===== src/rtl/sdg_pkg.sv =====
`timescale 1ns/1ps
package sdg_pkg;
  // Size of the next group: a full group, or whatever is left.
  function automatic int unsigned next_group(input int unsigned left, input int unsigned grp);
    return (left < grp) ? left : grp;
  endfunction
endpackage


===== src/rtl/sdg_remain.sv =====
`timescale 1ns/1ps
module sdg_remain #(
  parameter int CNT_W = 16,
  parameter int LEN_W = 3
) (
  input  logic             clk,
  input  logic             rst,
  input  logic             load_i,
  input  logic [CNT_W-1:0] count_i,
  input  logic             fire_i,
  input  logic [LEN_W-1:0] len_i,
  output logic [CNT_W-1:0] rem_o,
  output logic             done_o
);
  logic [CNT_W-1:0] len_ext;
  assign len_ext = CNT_W'(len_i);

  always_ff @(posedge clk) begin
    if (rst) begin
      rem_o  <= '0;
      done_o <= 1'b1;
    end else if (load_i) begin
      rem_o  <= count_i;
      done_o <= (count_i == '0);
    end else if (fire_i) begin
      rem_o  <= rem_o - len_ext;
      done_o <= (rem_o == len_ext);
    end
  end

  AST_REMAIN_DEC: assert property (@(posedge clk) disable iff (rst)
    fire_i && !load_i |=> rem_o == $past(rem_o) - CNT_W'($past(len_i)));
  AST_DONE_EMPTY: assert property (@(posedge clk) disable iff (rst)
    done_o |-> rem_o == '0);
endmodule


===== src/rtl/sdg_tally.sv =====
`timescale 1ns/1ps
module sdg_tally #(
  parameter int CNT_W = 16,
  parameter int LEN_W = 3
) (
  input  logic             clk,
  input  logic             rst,
  input  logic             load_i,
  input  logic             word_i,
  input  logic [CNT_W-1:0] room_i,
  input  logic             take_i,
  input  logic [LEN_W-1:0] take_len_i,
  output logic [CNT_W-1:0] tally_inc_o,
  output logic [CNT_W-1:0] tally_o
);
  logic accept;
  // Words past the outstanding total are dropped.
  assign accept      = word_i && (tally_o < room_i);
  assign tally_inc_o = tally_o + CNT_W'(accept);

  always_ff @(posedge clk) begin
    if (rst || load_i)
      tally_o <= '0;
    else if (take_i)
      tally_o <= tally_inc_o - CNT_W'(take_len_i);
    else
      tally_o <= tally_inc_o;
  end

  AST_TALLY_BOUND: assert property (@(posedge clk) disable iff (rst)
    tally_o <= room_i);
  AST_LOAD_EMPTY: assert property (@(posedge clk) disable iff (rst)
    load_i |=> tally_o == '0);
endmodule


===== src/rtl/sdg_req.sv =====
`timescale 1ns/1ps
module sdg_req
  import sdg_pkg::*;
#(
  parameter int CNT_W = 16,
  parameter int LEN_W = 3,
  parameter int GRP   = 4
) (
  input  logic             clk,
  input  logic             rst,
  input  logic             load_i,
  input  logic             ack_i,
  input  logic [CNT_W-1:0] rem_i,
  input  logic [CNT_W-1:0] tally_inc_i,
  output logic             req_o,
  output logic [LEN_W-1:0] len_o,
  output logic             raise_o,
  output logic [LEN_W-1:0] need_o,
  output logic             fire_o
);
  always_comb begin
    need_o = LEN_W'(next_group(32'(rem_i), GRP));
  end

  assign raise_o = !req_o && !load_i && (need_o != '0) && (tally_inc_i >= CNT_W'(need_o));
  assign fire_o  = req_o && ack_i && !load_i;

  always_ff @(posedge clk) begin
    if (rst || load_i) begin
      req_o <= 1'b0;
      len_o <= '0;
    end else if (fire_o) begin
      req_o <= 1'b0;
    end else if (raise_o) begin
      req_o <= 1'b1;
      len_o <= need_o;
    end
  end

  AST_REQ_HOLD: assert property (@(posedge clk) disable iff (rst)
    req_o && !ack_i && !load_i |=> req_o && $stable(len_o));
  AST_ACK_DROP: assert property (@(posedge clk) disable iff (rst)
    req_o && ack_i |=> !req_o);
  AST_LEN_RANGE: assert property (@(posedge clk) disable iff (rst)
    req_o |-> (len_o != '0) && (len_o <= LEN_W'(GRP)));
  AST_TAIL_LAST: assert property (@(posedge clk) disable iff (rst)
    req_o && (len_o < LEN_W'(GRP)) |-> rem_i == CNT_W'(len_o));
  AST_LOAD_CLEAR: assert property (@(posedge clk) disable iff (rst)
    load_i |=> !req_o);
endmodule


===== src/rtl/spi_dma_grouper.sv =====
`timescale 1ns/1ps
module spi_dma_grouper #(
  parameter int CNT_W = 16,
  parameter int GRP   = 4,
  localparam int LEN_W = $clog2(GRP + 1)
) (
  input  logic             clk,
  input  logic             rst,
  input  logic             load_i,
  input  logic [CNT_W-1:0] count_i,
  input  logic             word_i,
  input  logic             ack_i,
  output logic             req_o,
  output logic [LEN_W-1:0] req_len_o,
  output logic             done_o
);
  logic [CNT_W-1:0] rem;
  logic [CNT_W-1:0] room;
  logic [CNT_W-1:0] tally_inc;
  logic [CNT_W-1:0] tally;
  logic             raise;
  logic             fire;
  logic [LEN_W-1:0] need;

  // Words not yet covered by a raised request.
  assign room = rem - (req_o ? CNT_W'(req_len_o) : '0);

  sdg_remain #(.CNT_W(CNT_W), .LEN_W(LEN_W)) u_remain (
    .clk(clk), .rst(rst), .load_i(load_i), .count_i(count_i),
    .fire_i(fire), .len_i(req_len_o), .rem_o(rem), .done_o(done_o)
  );

  sdg_tally #(.CNT_W(CNT_W), .LEN_W(LEN_W)) u_tally (
    .clk(clk), .rst(rst), .load_i(load_i), .word_i(word_i), .room_i(room),
    .take_i(raise), .take_len_i(need), .tally_inc_o(tally_inc), .tally_o(tally)
  );

  sdg_req #(.CNT_W(CNT_W), .LEN_W(LEN_W), .GRP(GRP)) u_req (
    .clk(clk), .rst(rst), .load_i(load_i), .ack_i(ack_i), .rem_i(rem),
    .tally_inc_i(tally_inc), .req_o(req_o), .len_o(req_len_o),
    .raise_o(raise), .need_o(need), .fire_o(fire)
  );

  AST_DONE_NO_REQ: assert property (@(posedge clk) disable iff (rst)
    done_o |-> !req_o);
  AST_RESET_STATE: assert property (@(posedge clk)
    $past(rst) |-> !req_o && done_o);
endmodule


===== config.mk =====
export PLATFORM = sky130hd
export DESIGN_NAME = spi_dma_grouper
export DESIGN_NICKNAME = d
export VERILOG_FILES = /design/src/rtl/sdg_pkg.sv /design/src/rtl/sdg_remain.sv /design/src/rtl/sdg_tally.sv /design/src/rtl/sdg_req.sv /design/src/rtl/spi_dma_grouper.sv
export SDC_FILE = /design/constraint.sdc
export NUM_CORES = 1
export LEC_CHECK = 0
export ABC_AREA = 1
export ABC_CLOCK_PERIOD_IN_PS = 9950
export BUFFER_PORTS_ARGS = -buffer_cell sky130_fd_sc_hd__buf_4
export CORE_UTILIZATION = 55
export DETAILED_ROUTE_END_ITERATION = 16
export HOLD_SLACK_MARGIN = 0.1
export PLACE_DENSITY = 0.84
export SYNTH_ARGS = -nofsm -noshare
export SYNTH_HDL_FRONTEND = slang
export SYNTH_SLANG_ARGS = --single-unit

===== constraint.sdc =====
create_clock -name clk -period 9.95 [get_ports clk]
set_input_delay 0.4975 -clock clk [delete_from_list [all_inputs] [get_ports clk]]
set_output_delay 0.4975 -clock clk [all_outputs]
set_load 0.02 [all_outputs]

* Word-level counts from Yosys, hierarchy flattened
Index checks and enable logic that the tools add are counted.
Word-level totals: input bits 21, output and inout port bits 5, memories 0, register bits after elaboration 37, ROM bits 0, latch bits 0, word-level logic and storage cells 35, RAM bits 0
Operators by class: add/sub/neg operators 4, eq/ne operators 1, reductions and logical operators 14, $lt $le $gt $ge 3, shift-type cells 0, $mul 0, div/mod/pow operators 0, bitwise gates (word level) 1, multiplexer cells 7
Operators by type and width (count):
- 16-bit 2-to-1 mux | 3
- 16-bit by 3-bit subtractor with 16-bit output | 3
- 16-bit by 1-bit adder with 16-bit output | 1
- 16-bit by 3-bit equality test with 1-bit output | 1
- 16-bit by 3-bit >= comparator with 1-bit output | 1
- 16-bit logical NOT | 1
- 16-bit < comparator | 1
- 16-bit by 3-bit < comparator with 1-bit output, second input constant | 1
- 1-bit logical AND | 6
- 3-bit 2-to-1 mux | 2
- 3-bit nonzero test | 1
- 1-bit logical NOT | 2
- 1-bit 2-to-1 mux | 2
- 2-bit AND reduction | 1
- 2-bit nonzero test | 1
- 2-bit OR reduction | 1
- 1-bit logical OR | 1
- 1-bit inverter | 1

* Depth between registers and ports, before layout
word-level depth 8, mapped depth 36, depth with buffers taken out 35

* By module
Synthesis repeated with hierarchy kept, for this count alone.
Unflattened totals: cells, all modules 660, area total of the unflattened synthesis 3978.8 µm²
By module, submodules not included:
- sdg_tally | times used 1, area an instance 1765.4 µm², sequential area each 320.3 µm², cells each 296
- sdg_remain | times used 1, area an instance 1273.7 µm², sequential area each 340.3 µm², cells each 201
- spi_dma_grouper | times used 1, area an instance 490.5 µm², sequential area each 0.0 µm², cells each 93
- sdg_req | times used 1, area an instance 449.2 µm², sequential area each 80.1 µm², cells each 70

* Least setup slack after synthesis
OpenSTA, ideal clock, no wires.
kind flip-flop to flip-flop, from reg u_req.req_o, to reg u_tally.tally_o[15], slack 5.015 ns, period minus slack after synthesis 4.935 ns, path buffers 1, data arrival time 4.868 ns, cell stages (with the launch flop) 34, setup time 0.067 ns, data required time 9.883 ns, cell sequence dfxtp_1 nand2_1 ha_1 nand2_1 nor2_1 a211oi_1 nand2_1 nor3_1 nand2_1 xor2_1 ha_1 inv_1 o31ai_1 a21oi_1 nand2_1 nor2_1 ha_1 ha_1 nand2_1 inv_1 nor2_1 ha_1 nand2_1 inv_1 nor2_1 nand3_1 nor2_1 nand2_1 nor2_4 nand4_4 nand2_4 buf_6 nand2_1 a21oi_2
On the way: word-level cells in the longest chain between the ends 8, elaborated cells on any way between the ends 12, classes of those cells add/sub: 3; order compare: 2; mux: 2; reduce/logical: 5
RTL lines:
- from (decl) | line sdg_req.sv:15 | output logic req_o,
- from (signal assigned) | line sdg_req.sv:30 | req_o <= 1'b0;
- from (signal assigned) | line sdg_req.sv:33 | req_o <= 1'b0;
- from (signal assigned) | line sdg_req.sv:35 | req_o <= 1'b1;
- 3-bit 2-to-1 mux | line spi_dma_grouper.sv:26 | assign room = rem - (req_o ? CNT_W'(req_len_o) : '0);
- 16-bit by 3-bit subtractor with 16-bit output | line spi_dma_grouper.sv:26
- 16-bit < comparator | line sdg_tally.sv:18 | assign accept = word_i && (tally_o < room_i);
- 1-bit logical AND | line sdg_tally.sv:18
- 16-bit by 1-bit adder with 16-bit output | line sdg_tally.sv:19 | assign tally_inc_o = tally_o + CNT_W'(accept);
- 16-bit by 3-bit >= comparator with 1-bit output | line sdg_req.sv:25 | assign raise_o = !req_o && !load_i && (need_o != '0) && (tally_inc_i >= CNT_W'(need_o));
- 1-bit logical AND | line sdg_req.sv:25
- 16-bit 2-to-1 mux (*) | line sdg_tally.sv:24 | else if (take_i)
- to (signal assigned) | line sdg_tally.sv:25 | tally_o <= tally_inc_o - CNT_W'(take_len_i);
- to (signal assigned) | line sdg_tally.sv:27 | tally_o <= tally_inc_o;
- to (decl) | line sdg_tally.sv:14 | output logic [CNT_W-1:0] tally_o
Mark *: on every way between the ends. The rest lies on a longest branch, timed or not. A chain may end at the register's enable or synchronous reset.

* Final worst setup path
Ends and elaborated chain as after synthesis.

==> impl_metrics.json <==
{
  "clk_pin_slew_ps": 80,
  "rr_worst_depth": 33,
  "hold_start": "u_remain.rem_o[0]$_SDFFE_PP0P_",
  "die_w_um": 81.1,
  "cp.arrival_ps": 5800,
  "path_class": "reg2reg",
  "slew_headroom_pct": 26.5,
  "worst_slew_pin_slew_ps": 1100,
  "drv_cap": 0,
  "synth-seq-cells": 37,
  "initial_core_util_pct": 57.4,
  "status": "finished clean",
  "vdd_drop_max_v": 0.000201,
  "synthesis.nets": 607,
  "drive_gt1_share_pct": 8.33,
  "p_seq_share_pct": 21.2,
  "start_kind": "flop",
  "period_share_pct": 56.0,
  "timing.final.ws_setup_ps": 4370,
  "nNetsFinal": 625,
  "fmax_mhz": 179,
  "cts-htree-levels": 2,
  "hold_viol_final": 0,
  "grt-ovfl-total": 0,
  "grt_pass1_vias": 3194,
  "cpPeakStageDelay_ps": 530,
  "p_comb_share_pct": 68.3,
  "routed_wirelength_mm": 8.65,
  "syn_area_per_cell_um2": 6.17,
  "hold_depth": 2,
  "rsz0062_at_grt": "no",
  "wl_per_cell_um": 13.3,
  "post_cts_buffers": 0,
  "end_kind": "flop",
  "crit_top_cell": "nand2_1",
  "ctsResizeCount": 0,
  "pre_cts_ws_ps": 4390,
  "first_iter_violations": 256,
  "drc": 0,
  "syn_to_final_growth_pct": 9.32,
  "ctsHoldBuffers": 0,
  "dp.cells": 643,
  "hold_class": "reg2reg",
  "syn_area_um2": 3440,
  "dieArea_um2": 6570,
  "ys_types": 35,
  "cts.sinks": 37,
  "crit_path_max_fanout": 11,
  "cts_made_buffers": 5,
  "setup_violations": 0,
  "cellLeakagePower_uw": 0.00180,
  "fin_tns_setup_ps": 0,
  "diodes": 0,
  "internal-power_uw": 537,
  "switching_share_pct": 52.8,
  "core_um2": 5990,
  "die-height_um": 81.1,
  "antenna_found_initial": 0,
  "cts_tree": "built",
  "root_buffer": "clkbuf_8",
  "stdcell_count": 651,
  "clkLatencyLatePin_ps": 290,
  "timing.rr.end": "u_tally.tally_o[15]$_SDFF_PP0_",
  "fin_crit_ps": 5580,
  "pwr-share-clk_pct": 10.5,
  "dr.pass1.iters": 6,
  "num_io_pins": 26,
  "ys_warn_count": 0,
  "skew_ps": 3.06,
  "grt_pass1_wl_mm": 14.0,
  "row_count": 28,
  "place_congestion": 0.952,
  "r2r_setup_slack_ps": 4370,
  "port_buffers": 25,
  "synth_seq_area_share_pct": 21.6,
  "cp.required_ps": 10170,
  "regToRegStartpoint": "u_req.req_o$_SDFFE_PP0P_",
  "drv_slew": 0,
  "dp_hpwl_mm": 6.77,
  "min_to": "u_remain.rem_o[0]$_SDFFE_PP0P_",
  "ant_nets": 0,
  "vias_per_cell": 5.52,
  "clk_path_buf_depth": 2,
  "track_usage_pct": 27.4,
  "p_per_area_nw_per_um2": 303,
  "vias": 3594,
  "switching_power_uw": 601,
  "power_uw": 1140,
  "synthCells": 557,
  "critPathSlowestCell": "nor2_1",
  "grt_max_degree": 20
}
-- layout by cell type (no fill, tap or decap), types with 2 or more instances in the layout --
cell type,instances
xnor2_1,10
o21ai_0,12
a31oi_1,11
ha_1,26
a21oi_1,23
nor2_1,75
fa_1,3
nand3_1,42
nor2_4,4
a211oi_1,2
nand2_1,164
dfxtp_1,37
clkbuf_8,7
nor4_1,2
nand4_1,10
nand2_2,3
nor2_2,2
xor2_1,24
or2_2,3
nand3b_1,2
inv_1,68
nor3_1,9
buf_4,25
-- worst max-delay path by stage --
stage | from | endpoint | slack [ps] | cells past startpoint
after CTS | u_req.req_o$_SDFFE_PP0P_ | u_tally.tally_o[15]$_SDFF_PP0_ | 4340 | 33
after floorplan | u_req.req_o$_SDFFE_PP0P_ | u_tally.tally_o[15]$_SDFF_PP0_ | 5010 | 33
after global placement | u_req.req_o$_SDFFE_PP0P_ | u_req.len_o[1]$_SDFFE_PP0P_ | 4660 | 34
after detailed placement | u_req.req_o$_SDFFE_PP0P_ | u_tally.tally_o[15]$_SDFF_PP0_ | 4390 | 33
after global routing | u_req.req_o$_SDFFE_PP0P_ | u_tally.tally_o[1]$_SDFF_PP0_ | 3770 | 33
final | u_req.req_o$_SDFFE_PP0P_ | u_tally.tally_o[15]$_SDFF_PP0_ | 4370 | 33
-- power by group through the flow --
stage	Clock, uW	Sequential (uW)	Combinational, uW
floorplan	0	235	625
global placement	0	242	742
detailed placement	0	244	766
CTS	121	241	772
global route	126	247	883
finish	120	241	777
-- cell type report --
| cell class | instances | area (um2) |
|---|---|---|
| inverters | 68 | 255 |
| well taps | 75 | 93.8 |
| flip-flops and latches | 37 | 741 |
| repair buffers | 25 | 188 |
| clock buffers | 7 | 96.3 |
| multi-input cells | 438 | 2380 |
| fillers | 560 | 2230 |
| clock inverters | 1 | 5.00 |
-- per-stage QoR --
step | utilization, % | hold slack (ps) | area (um2)
after floorplan | - | 455 | 3440
after global placement | 61.0 | 469 | 3660
after detailed placement | 61.0 | 480 | 3660
after CTS | 62.7 | 487 | 3760
after global routing | 62.7 | 499 | 3760
final | 62.7 | 488 | 3760
-- synth_stat cells (all sizes together) --
cell / instances / area, um2
a211o: 1 / 8.76
a211oi: 2 / 15.0
a21o: 1 / 7.51
a21oi: 24 / 124
a31oi: 11 / 68.8
and2: 1 / 6.26
and3: 1 / 6.26
buf: 3 / 21.3
clkbuf: 11 / 41.3
dfxtp: 37 / 741
fa: 3 / 60.1
ha: 26 / 325
inv: 68 / 255
nand2: 168 / 646
nand3: 42 / 210
nand3b: 2 / 15.0
nand4: 11 / 83.8
nor2: 81 / 339
nor3: 9 / 45.0
nor4: 2 / 12.5
o2111ai: 1 / 8.76
o211ai: 1 / 7.51
o21ai: 13 / 65.1
o31ai: 1 / 7.51
or2: 3 / 18.8
xnor2: 10 / 87.6
xor2: 24 / 210
-- critical path: cells and delay by family (launching register included) --
kind	cells	cell delay, ps
compound gates	5	800
xor+xnor	1	160
fa+ha+maj	5	1390
buf+inv	2	150
flops	1	430
simple gates	20	2560
-- routing by layer --
layer | global-route usage, % | share of wire (%) | vias up
met5 | 0 | 0 | -
li1 | - | - | 1821
met3 | 4.49 | 7.4 | 20
met2 | 44.4 | 46 | 146
met4 | 9.11 | 1.9 | 0
met1 | 36.7 | 45 | 1607
-- cells by family after synthesis --
logic type,share of synthesized area [%]
XOR/XNOR,8.66
adder cells (fa/ha/maj),11.2
AO/OA/AOI/OAI,9.10
AND/OR/NAND/NOR,40.2
flip-flops,21.6
buffers and inverters,9.25
-- registers in the layout, summed over array words and instances, names as in the netlist --
signal           count
u_remain.rem_o      16
u_req.req_o          1
u_req.len_o          3
u_tally.tally_o     16
u_remain.done_o      1
(Power assumes the default switching activity.)
